**src/rtl/temp_alarm_pkg.sv**
```systemverilog
package temp_alarm_pkg;
  localparam int TEMP_W = 16;

  // Power-on threshold values, 1/16 degC per count
  localparam logic signed [TEMP_W-1:0] DEF_HI_SET = 16'sd1600;  // +100 C
  localparam logic signed [TEMP_W-1:0] DEF_HI_CLR = 16'sd1440;  // +90 C
  localparam logic signed [TEMP_W-1:0] DEF_LO_SET = -16'sd640;  // -40 C
  localparam logic signed [TEMP_W-1:0] DEF_LO_CLR = -16'sd480;  // -30 C

  typedef enum logic {
    MODE_CMP = 1'b0,
    MODE_INT = 1'b1
  } alarm_mode_e;

  localparam int CH_OVER  = 0;
  localparam int CH_UNDER = 1;
  localparam int N_CH     = 2;
endpackage

```
**src/rtl/fault_queue.sv**
```systemverilog
module fault_queue #(
  parameter int CW  = 4,
  parameter int FSW = 2
) (
  input  logic           clk,
  input  logic           rst,
  input  logic           clr,
  input  logic           smp_valid,
  input  logic           hit,
  input  logic [FSW-1:0] depth_sel,
  output logic           reach
);
  logic [CW-1:0] cnt_q;
  logic [CW:0]   depth;
  logic [CW:0]   cnt_inc;

  assign depth   = (CW+1)'(1) << depth_sel;
  assign cnt_inc = {1'b0, cnt_q} + (CW+1)'(1);
  assign reach   = !clr && smp_valid && hit && (cnt_inc >= depth);

  always_ff @(posedge clk) begin
    if (rst || clr) begin
      cnt_q <= '0;
    end else if (smp_valid) begin
      if (!hit || reach) cnt_q <= '0;
      else               cnt_q <= cnt_inc[CW-1:0];
    end
  end
endmodule

```
**src/rtl/alarm_track.sv**
```systemverilog
module alarm_track #(
  parameter int CW  = 4,
  parameter int FSW = 2
) (
  input  logic           clk,
  input  logic           rst,
  input  logic           shdn,
  input  logic           int_mode,
  input  logic           rd,
  input  logic           smp_valid,
  input  logic           fwd_hit,
  input  logic           rev_hit,
  input  logic [FSW-1:0] depth_sel,
  output logic           flag_q,
  output logic           flag_d
);
  import temp_alarm_pkg::*;

  logic arm_q, arm_d;
  logic watch, reach;

  // In interrupt mode the armed crossing alternates after every event
  assign watch = (int_mode == MODE_INT && arm_q) ? rev_hit : fwd_hit;

  fault_queue #(.CW(CW), .FSW(FSW)) u_fq (
    .clk       (clk),
    .rst       (rst),
    .clr       (shdn || flag_q),
    .smp_valid (smp_valid),
    .hit       (watch),
    .depth_sel (depth_sel),
    .reach     (reach)
  );

  always_comb begin
    flag_d = flag_q;
    arm_d  = (int_mode == MODE_INT) ? arm_q : 1'b0;
    if (shdn) begin
      flag_d = 1'b0;
      arm_d  = 1'b0;
    end else if (int_mode == MODE_CMP) begin
      if (flag_q && smp_valid && rev_hit) flag_d = 1'b0;
      else if (reach)                     flag_d = 1'b1;
    end else begin
      if (reach) begin
        flag_d = 1'b1;
        arm_d  = ~arm_q;
      end else if (rd) begin
        flag_d = 1'b0;
      end
    end
  end

  always_ff @(posedge clk) begin
    if (rst) begin
      flag_q <= 1'b0;
      arm_q  <= 1'b0;
    end else begin
      flag_q <= flag_d;
      arm_q  <= arm_d;
    end
  end
endmodule

```
**src/rtl/temp_alarm.sv**
```systemverilog
module temp_alarm #(
  parameter int TEMP_W = 16,
  parameter int FQ_MAX = 8,
  localparam int FQ_LOG = $clog2(FQ_MAX),
  localparam int FSW    = $clog2(FQ_LOG + 1),
  localparam int CW     = FQ_LOG + 1
) (
  input  logic                     clk,
  input  logic                     rst,
  input  logic                     smp_valid,
  input  logic signed [TEMP_W-1:0] smp_temp,
  input  logic signed [TEMP_W-1:0] hi_set,
  input  logic signed [TEMP_W-1:0] hi_clr,
  input  logic signed [TEMP_W-1:0] lo_set,
  input  logic signed [TEMP_W-1:0] lo_clr,
  input  logic                     int_mode,
  input  logic [FSW-1:0]           fq_sel,
  input  logic                     stat_rd,
  input  logic                     shdn,
  input  logic                     alarm_pol,
  output logic                     ot_flag,
  output logic                     ut_flag,
  output logic                     alarm_out
);
  import temp_alarm_pkg::*;

  logic [N_CH-1:0] fwd_hit, rev_hit, flag_q, flag_d;
  logic            alarm_q;

  assign fwd_hit[CH_OVER]  = smp_temp > hi_set;
  assign rev_hit[CH_OVER]  = smp_temp < hi_clr;
  assign fwd_hit[CH_UNDER] = smp_temp < lo_set;
  assign rev_hit[CH_UNDER] = smp_temp > lo_clr;

  for (genvar ch = 0; ch < N_CH; ch++) begin : g_ch
    alarm_track #(.CW(CW), .FSW(FSW)) u_trk (
      .clk       (clk),
      .rst       (rst),
      .shdn      (shdn),
      .int_mode  (int_mode),
      .rd        (stat_rd),
      .smp_valid (smp_valid),
      .fwd_hit   (fwd_hit[ch]),
      .rev_hit   (rev_hit[ch]),
      .depth_sel (fq_sel),
      .flag_q    (flag_q[ch]),
      .flag_d    (flag_d[ch])
    );
  end

  always_ff @(posedge clk) begin
    if (rst) alarm_q <= ~alarm_pol;
    else     alarm_q <= ~((|flag_d) ^ alarm_pol);
  end

  assign ot_flag   = flag_q[CH_OVER];
  assign ut_flag   = flag_q[CH_UNDER];
  assign alarm_out = alarm_q;
endmodule

```
**config.mk**
```make
export PLATFORM = sky130hd
export DESIGN_NAME = temp_alarm
export DESIGN_NICKNAME = d
export VERILOG_FILES = /design/src/rtl/temp_alarm_pkg.sv /design/src/rtl/fault_queue.sv /design/src/rtl/alarm_track.sv /design/src/rtl/temp_alarm.sv
export SDC_FILE = /design/constraint.sdc
export NUM_CORES = 1
export LEC_CHECK = 0
export BUFFER_PORTS_ARGS = -buffer_cell sky130_fd_sc_hd__buf_2
export CORE_ASPECT_RATIO = 1.2
export CORE_UTILIZATION = 51
export CTS_CLUSTER_DIAMETER = 60
export DETAILED_ROUTE_END_ITERATION = 10
export HOLD_SLACK_MARGIN = 0.1
export PLACE_DENSITY_LB_ADDON = 0.12
export SETUP_SLACK_MARGIN = 0.3
export SLEW_MARGIN = 10
export SYNTH_ARGS = -nofsm -noshare
export SYNTH_HDL_FRONTEND = slang
export SYNTH_HIERARCHICAL = 1
export SYNTH_SLANG_ARGS = --single-unit
```
**constraint.sdc**
```tcl
create_clock -name clk -period 3.3 [get_ports clk]
set_clock_uncertainty 0.1 [all_clocks]
set_input_delay 0.165 -clock clk [delete_from_list [all_inputs] [get_ports clk]]
set_output_delay 0.165 -clock clk [all_outputs]
set_load 0.01 [all_outputs]
```
==> impl_results.md, run 1 <==
* Worst skew pair latency at 0.24 ns
* Fraction of layout instances using a drive strength above 1 at 26.3%
* Fillers at 437
* Final design instance area without fill at 0.00306 mm²
* Period Utilization, post-route at 82.9%
* Max VDD drop at 0.248 mV
* Post-detailed-placement cell area at 0.00300 mm²
* CP startpoint kind: input port
* WS Path Type: input port to flop
* Time the worst path needs with I/O delays and setup at 2.74 ns
* Transition time of the tightest slew-check pin at 0.499 ns
* Clock-pin slew of the registers on the worst-case setup and hold paths at 0.06 ns
* Post-synth top area share at 36.4%
* Clock tree from TritonCTS: built
* Setup repair after global routing missed its margin: false
* Class of the worst hold path: input port to flop
* Slack of the critical path at 0.563 ns
* RD Place Congestion at 0.878
* Synthesized net count at 476
* Cell types occupying the most area after synthesis: ha_1, inv_1, dfxtp_1
* Synth Register Bits at 13
* PwrDens at 192 mW/mm²
* Via count of the first global-routing pass at 2443
* Layout area overhead at 23.8%
* DIE AREA at 0.00514 mm²
* Detailed Routing Iterations Pass 1 at 4
* Data required time at the worst endpoint at 3.37 ns
* Final count of hold timing violations at 0
* Floorplan Core Area at 0.00463 mm²
* Max-cap violations at 0
* Die extent in y at 78.3 µm
* Average size of a mapped cell at 7.86 µm²
* Setup violation total in the final timing report at 0
* Count of buffers from port buffering at 91
* CTS Sinks at 13
* DPL Wire Length at 5510 µm
* Yosys warns at 6
* Rows at 27
* Total GRT Usage at 25.1%
* Final Slew Violations at 0
* Post-DR vias/cell at 5.42
* Type of element capturing the critical path: flop
* Overall power consumption at 589 µW
* Leading area contributor after synthesis: ha_1
* Setup Slack @ Placement at 0.208 ns
* Pin count of the biggest net entering global routing at 10
* Outcome: complete, no violations
* Number of remaining DRC errors at 0
* Static Leakage at 1.78 nW
* Post-Syn Instances at 315
* Accumulated negative setup slack at 0 ns
* Worst-path fanout max at 4
* Arrival @ worst endpoint at 2.81 ns
* Io pins at 92
* Number of design-rule violations left by the first detailed-router iteration at 57
* H-tree levels at 1
* Initial cell density of the core at 53.5%
* DIE WIDTH at 65.6 µm
* Total number of vias at 2542
* Combined area of all synthesized cells at 0.00247 mm²
* Seq/Total Area, Yosys at 10.5%
* Antenna diode count at 0
* Post-route ant nets at 0
* Wire length reported by the detailed router at 6180 µm
* Fmax at 365 MHz
* CTS Root Buffer Type: clkbuf_8
* Postcts setup bufs at 0
* Post-DR wirelength/cell at 13.2 µm
* Buffers from clock root to sink, at most at 2
* Number of antenna violations at the first check in global routing at 0
* Number of distinct library cells after synthesis at 37
* CTS Buf Count at 3
* First-pass GRT wire length at 10200 µm
* Global-route congestion overflow total at 0
* Relative slew slack at 66.5%
* Net count of the finished layout at 573
-- final timing paths --
| path | cells past startpoint | from | slack [ns] | endpoint |
|---|---|---|---|---|
| min | 2 | shdn | 0.13 | g_ch[0].u_trk/flag_q$_SDFF_PP0_ |
| max reg2reg | 11 | g_ch[1].u_trk/u_fq/cnt_q[0]$_SDFFE_PP0P_ | 0.73 | alarm_out$_DFF_P_ |
| min reg2reg | 1 | g_ch[0].u_trk/u_fq/cnt_q[1]$_SDFFE_PP0P_ | 0.40 | g_ch[0].u_trk/u_fq/cnt_q[1]$_SDFFE_PP0P_ |
| max | 15 | smp_temp[2] | 0.56 | alarm_out$_DFF_P_ |
-- flip-flops by register name, summed over array words and instances (netlist names) --
register,flops
g_ch.u_trk/u_fq/cnt_q,8
alarm_out,1
g_ch.u_trk/flag_q,2
g_ch.u_trk/arm_q,2
-- cell usage after synthesis --
cell	number
and3_1	4
nor2_1	8
a211oi_1	2
o21ai_2	2
nand4_1	6
a21oi_1	26
a21bo_1	2
ha_1	72
nand2b_1	10
o21a_1	2
dfxtp_1	13
o22ai_1	2
or2_2	2
o21ai_1	2
o2111ai_1	2
and4b_1	2
a21bo_2	2
nor4_4	2
nor4_1	2
o21ai_0	8
a2111oi_2	2
xnor2_1	5
a21o_1	6
nor4b_1	2
inv_1	73
a32o_1	6
a31o_1	2
o41a_1	2
mux2_2	2
nand3_1	6
a221oi_1	4
nor3_1	4
xor2_1	2
nand2_1	20
a211o_1	4
a31oi_1	2
a22oi_1	2
-- cell usage in the layout (no fill, tap or decap), types with 3 or more instances in the layout --
cell and instances:
dfxtp_1 13, and3_1 4, a32o_1 6, a221oi_1 4, nand2b_1 10, o21ai_0 8
xnor2_1 5, nor3_1 3, ha_1 72, a21oi_1 26, nand2_1 20, nand3_1 6
nor2_1 8, nand4_1 6, a21o_1 6, clkbuf_8 3, a211o_1 4, buf_2 91
inv_1 73
-- worst max-delay path, stage by stage --
cell	delay, ns
buf_2	0.13
ha_1	0.31
a211o_1	0.29
a31oi_1	0.17
o41a_1	0.20
o21ai_1	0.07
a22oi_1	0.21
mux2_2	0.18
nand2_1	0.10
nor3_1	0.28
inv_1	0.12
a211oi_1	0.22
nor2_1	0.07
nor2_1	0.15
xnor2_1	0.14
-- routing by layer --
layer	wire length, µm	up-vias	global-route usage (%)
met5	0	-	0
met2	3240	72	49.2
met3	256	10	1.60
li1	-	1317	-
met1	2570	1143	27.1
met4	112	0	9.35
-- stage by stage --
step                      util [%]  cells  hold WS, ns
after global placement        64.9    464        0.264
after detailed placement      64.9    464        0.283
after global routing          66.2    469        0.123
after floorplan                  -    315        0.134
final                         66.2    469        0.128
after CTS                     66.1    469        0.119
-- area by class of cell --
class                           count  area, µm²  area share, %
Multi-Input combinational cell    229       1950           63.5
Timing Repair Buffer               92        465           15.2
Inverter                           73        274           8.94
Sequential cell                    13        260           8.49
Tap cell                           58       72.6           2.37
Clock buffer                        3       41.3           1.35
Clock inverter                      1       5.00          0.163
-- power by group --
group	switching (mW)	internal, mW	total [mW]	leakage, nW
clock network	0.0568	0.0833	0.140	0.0255
registers	0.00244	0.160	0.162	0.105
logic	0.151	0.135	0.286	1.64
total	0.210	0.378	0.589	1.78
-- what timing repair did --
item | CTS | global route
setup endpoints to repair | 0 | 1
hold endpoints to repair | 1 | 0
resized for setup | 0 | 1
hold buffers | 1 | 0
-- kinds of logic (layout without fill, tap and decap cells) --
kind of cell,Yosys count,count (layout),synth area share [%]
xor gates and xnor gates,7,7,2.48
muxes,2,2,0.910
and+or+nand+nor,68,68,15.6
AOI/OAI and AO/OA,80,80,23.1
buffers and inverters,73,169,11.1
adders and majority gates,72,72,36.4
DFF,13,13,10.5
(Power assumes the default switching activity.)
==> run 2, diff against run 1 <==
--- a/config.mk
+++ b/config.mk
@@ -7,7 +7,7 @@
 export LEC_CHECK = 0
 export BUFFER_PORTS_ARGS = -buffer_cell sky130_fd_sc_hd__buf_2
 export CORE_ASPECT_RATIO = 1.2
-export CORE_UTILIZATION = 51
+export CORE_UTILIZATION = 46
 export CTS_CLUSTER_DIAMETER = 60
 export DETAILED_ROUTE_END_ITERATION = 10
 export HOLD_SLACK_MARGIN = 0.1
==> constraint.sdc (replaced) <==
create_clock -name clk -period 2.2 [get_ports clk]
set_clock_uncertainty 0.1 [all_clocks]
set_input_delay 0.11 -clock clk [delete_from_list [all_inputs] [get_ports clk]]
set_output_delay 0.11 -clock clk [all_outputs]
set_load 0.01 [all_outputs]
==> run 2 against run 1 <==
  * The run now ends with setup timing left
  * Die area rose by 11%
  * Via count grew 14%
  * Critical path depth grew 2
  * Sequential share of layout area down 2.1 points
  * Clock power is 59% higher
  * Combinational power up 140%
  * Wire length increased by 29%
  * Worst hold slack got worse by 0.014 ns
==> impl_results.md, run 2 (synthesis results as in run 1) <==
* Die extent in y at 82.4 µm (+5.2%)
* Most common cell after layout, fill and taps aside: buf_2
* WS Path Type: input port to flop
* CTS Buf Count at 3 (unchanged)
* Post-route ant nets at 0 (unchanged)
* Data required time at the worst endpoint at 2.28 ns (-1.09 ns)
* Antenna diode count at 0 (unchanged)
* Period Utilization, post-route at 112%
* DIE WIDTH at 69.0 µm (+5.1%)
* Max-cap violations at 0 (unchanged)
* Static Leakage at 2.18 nW (+23%)
* Buffers from clock root to sink, at most at 2 (unchanged)
* Clock tree from TritonCTS: built
* Slack of the critical path at -0.266 ns (-0.829 ns)
* Via count of the first global-routing pass at 2896 (+19%)
* CTS Root Buffer Type: clkbuf_8
* Count of buffers from port buffering at 91 (unchanged)
* Core Util, Final at 82.0% (+16 points)
* H-tree levels at 1 (unchanged)
* Floorplan Core Area at 0.00504 mm² (+9.0%)
* Arrival @ worst endpoint at 2.55 ns (-0.26 ns)
* Setup crit start: smp_temp[2]
* Layout area overhead at 67.1%
* Io pins at 92 (unchanged)
* Net count of the finished layout at 644 (+12%)
* Min-delay src: rst
* Post-DR vias/cell at 5.35 (-1.4%)
* Violated checks: setup timing
* Total GRT Usage at 28.5% (+3.4 points)
* DPL Wire Length at 6330 µm (+15%)
* Setup repair after global routing missed its margin: true
* Most used cells in the layout excluding fill and tap cells: buf_2, buf_4, inv_1
* Setup slack of the most critical reg-to-reg path at -0.03 ns (-0.76 ns)
* Registers with the most flip-flops: g_ch.u_trk/u_fq/cnt_q: 8 flops, g_ch.u_trk/arm_q: 2 flops, g_ch.u_trk/flag_q: 2 flops
* Setup Slack @ Placement at -0.714 ns (-0.922 ns)
* Global-route congestion overflow total at 0 (unchanged)
* Worst skew pair latency at 0.25 ns (about the same)
* Max VDD drop at 0.368 mV (+48%)
* DIE AREA at 0.00568 mm² (+11%)
* Clock-pin slew of the registers on the worst-case setup and hold paths at 0.06 ns (about the same)
* Final design instance area without fill at 0.00414 mm² (+35%)
* CTS Sinks at 13 (unchanged)
* Post-detailed-placement cell area at 0.00370 mm² (+23%)
* Post-DR wirelength/cell at 14.7 µm (+11%)
* Total number of vias at 2897 (+14%)
* Relative slew slack at 63.1% (-3.4 points)
* CP startpoint kind: input port
* Overall power consumption at 1.17 mW (+98%)
* Final standard cell count with taps included and fillers excluded at 542 (+16%)
* Fraction of layout instances using a drive strength above 1 at 49.6% (+23 points)
* Final hold slack at 0.114 ns (-0.0141 ns)
* Final count of hold timing violations at 0 (unchanged)
* Final Slew Violations at 0 (unchanged)
* Transition time of the tightest slew-check pin at 0.550 ns (+0.0510 ns)
* Register bank with the most flops: g_ch.u_trk/u_fq/cnt_q
* Detailed Routing Iterations Pass 1 at 4 (unchanged)
* Number of remaining DRC errors at 0 (unchanged)
* Cells after DPL at 526 (+13%)
* RD Place Congestion at 0.816 (-7.0%)
* Outcome: finished with violations
* Number of flip-flops under the largest register name at 8 (unchanged)
* Accumulated negative setup slack at -1.87 ns (-1.87 ns)
* Time the worst path needs with I/O delays and setup at 2.47 ns
* First-pass GRT wire length at 12000 µm (+17%)
* Fmax at 406 MHz
* Launch instance of the worst register-to-register path: g_ch[1].u_trk/u_fq/cnt_q[0]$_SDFFE_PP0P_
* Setup violation total in the final timing report at 13 (+13)
* Rows at 28 (+3.7%)
* Initial cell density of the core at 49.1% (-4.4 points)
* Number of antenna violations at the first check in global routing at 0 (unchanged)
* Worst-path fanout max at 2 (-2)
* PwrDens at 282 mW/mm² (+47%)
* Pin count of the biggest net entering global routing at 10 (unchanged)
* Number of design-rule violations left by the first detailed-router iteration at 68 (+19%)
* Type of element capturing the critical path: flop
* Class of the worst hold path: input port to flop
* Wire length reported by the detailed router at 7950 µm (+29%)
## run 2: cell count changes in the layout (fill, tap and decap cells not counted), moves of 8 or more
| cell | previous run | this run |
|---|---|---|
| buf_4 | 0 | 70 |
| buf_2 | 91 | 81 |
| ha_1 | 72 | 54 |
| inv_1 | 73 | 58 |
| ha_4 | 0 | 18 |
| inv_2 | 0 | 8 |
## run 2: layout make-up
cell class | instances | area, µm²
Clock buffer | 4 | 45.0
Fill cell | 333 | 908
Inverter | 73 | 312
Multi-Input combinational cell | 229 | 2370
Sequential cell | 13 | 263
Tap cell | 60 | 75.1
Timing Repair Buffer | 163 | 1070
## run 2: per-layer routing
metal / vias up / routed length, µm / global-route usage [%] / share of wire (%)
met2: 91 / 4420 / 58.3 / 56
met3: 19 / 319 / 1.65 / 4.0
li1: 1465 / - / - / -
met5: - / 0 / 0 / 0
met4: 0 / 267 / 14.7 / 3.4
met1: 1322 / 2930 / 27.3 / 37
## run 2: path summary, 6_finish.rpt
| check | endpoint | cells after the start |
|---|---|---|
| min | g_ch[1].u_trk/flag_q$_SDFF_PP0_ | 2 |
| max | alarm_out$_DFF_P_ | 17 |
| max reg2reg | g_ch[1].u_trk/arm_q$_SDFF_PP0_ | 10 |
| min reg2reg | g_ch[0].u_trk/u_fq/cnt_q[3]$_SDFFE_PP0P_ | 1 |
## run 2: power by group
group          internal, mW  switching (mW)  total (mW)
clock network         0.128          0.0937       0.222
registers             0.240         0.00351       0.243
logic                 0.369           0.331       0.700
total                 0.737           0.428        1.17
## run 2: worst max-delay path, cell delays in order
cell	delay (ns)
buf_6	0.09
buf_6	0.11
ha_4	0.25
a211o_1	0.15
a31oi_4	0.05
buf_6	0.12
o41a_1	0.43
buf_4	0.15
a22oi_2	0.13
mux2_4	0.19
nand2_4	0.05
nor3_4	0.13
inv_2	0.06
a211oi_2	0.18
nor2_1	0.06
nor2_1	0.14
xnor2_1	0.12
## run 2: what timing repair did
item,4_1_cts,5_1_grt
hold buffers,3,0
buffers inserted,7,2
gates resized for setup,43,9
pin swaps,31,12
endpoints found under the setup margin,13,13
hold endpoints to repair,5,0
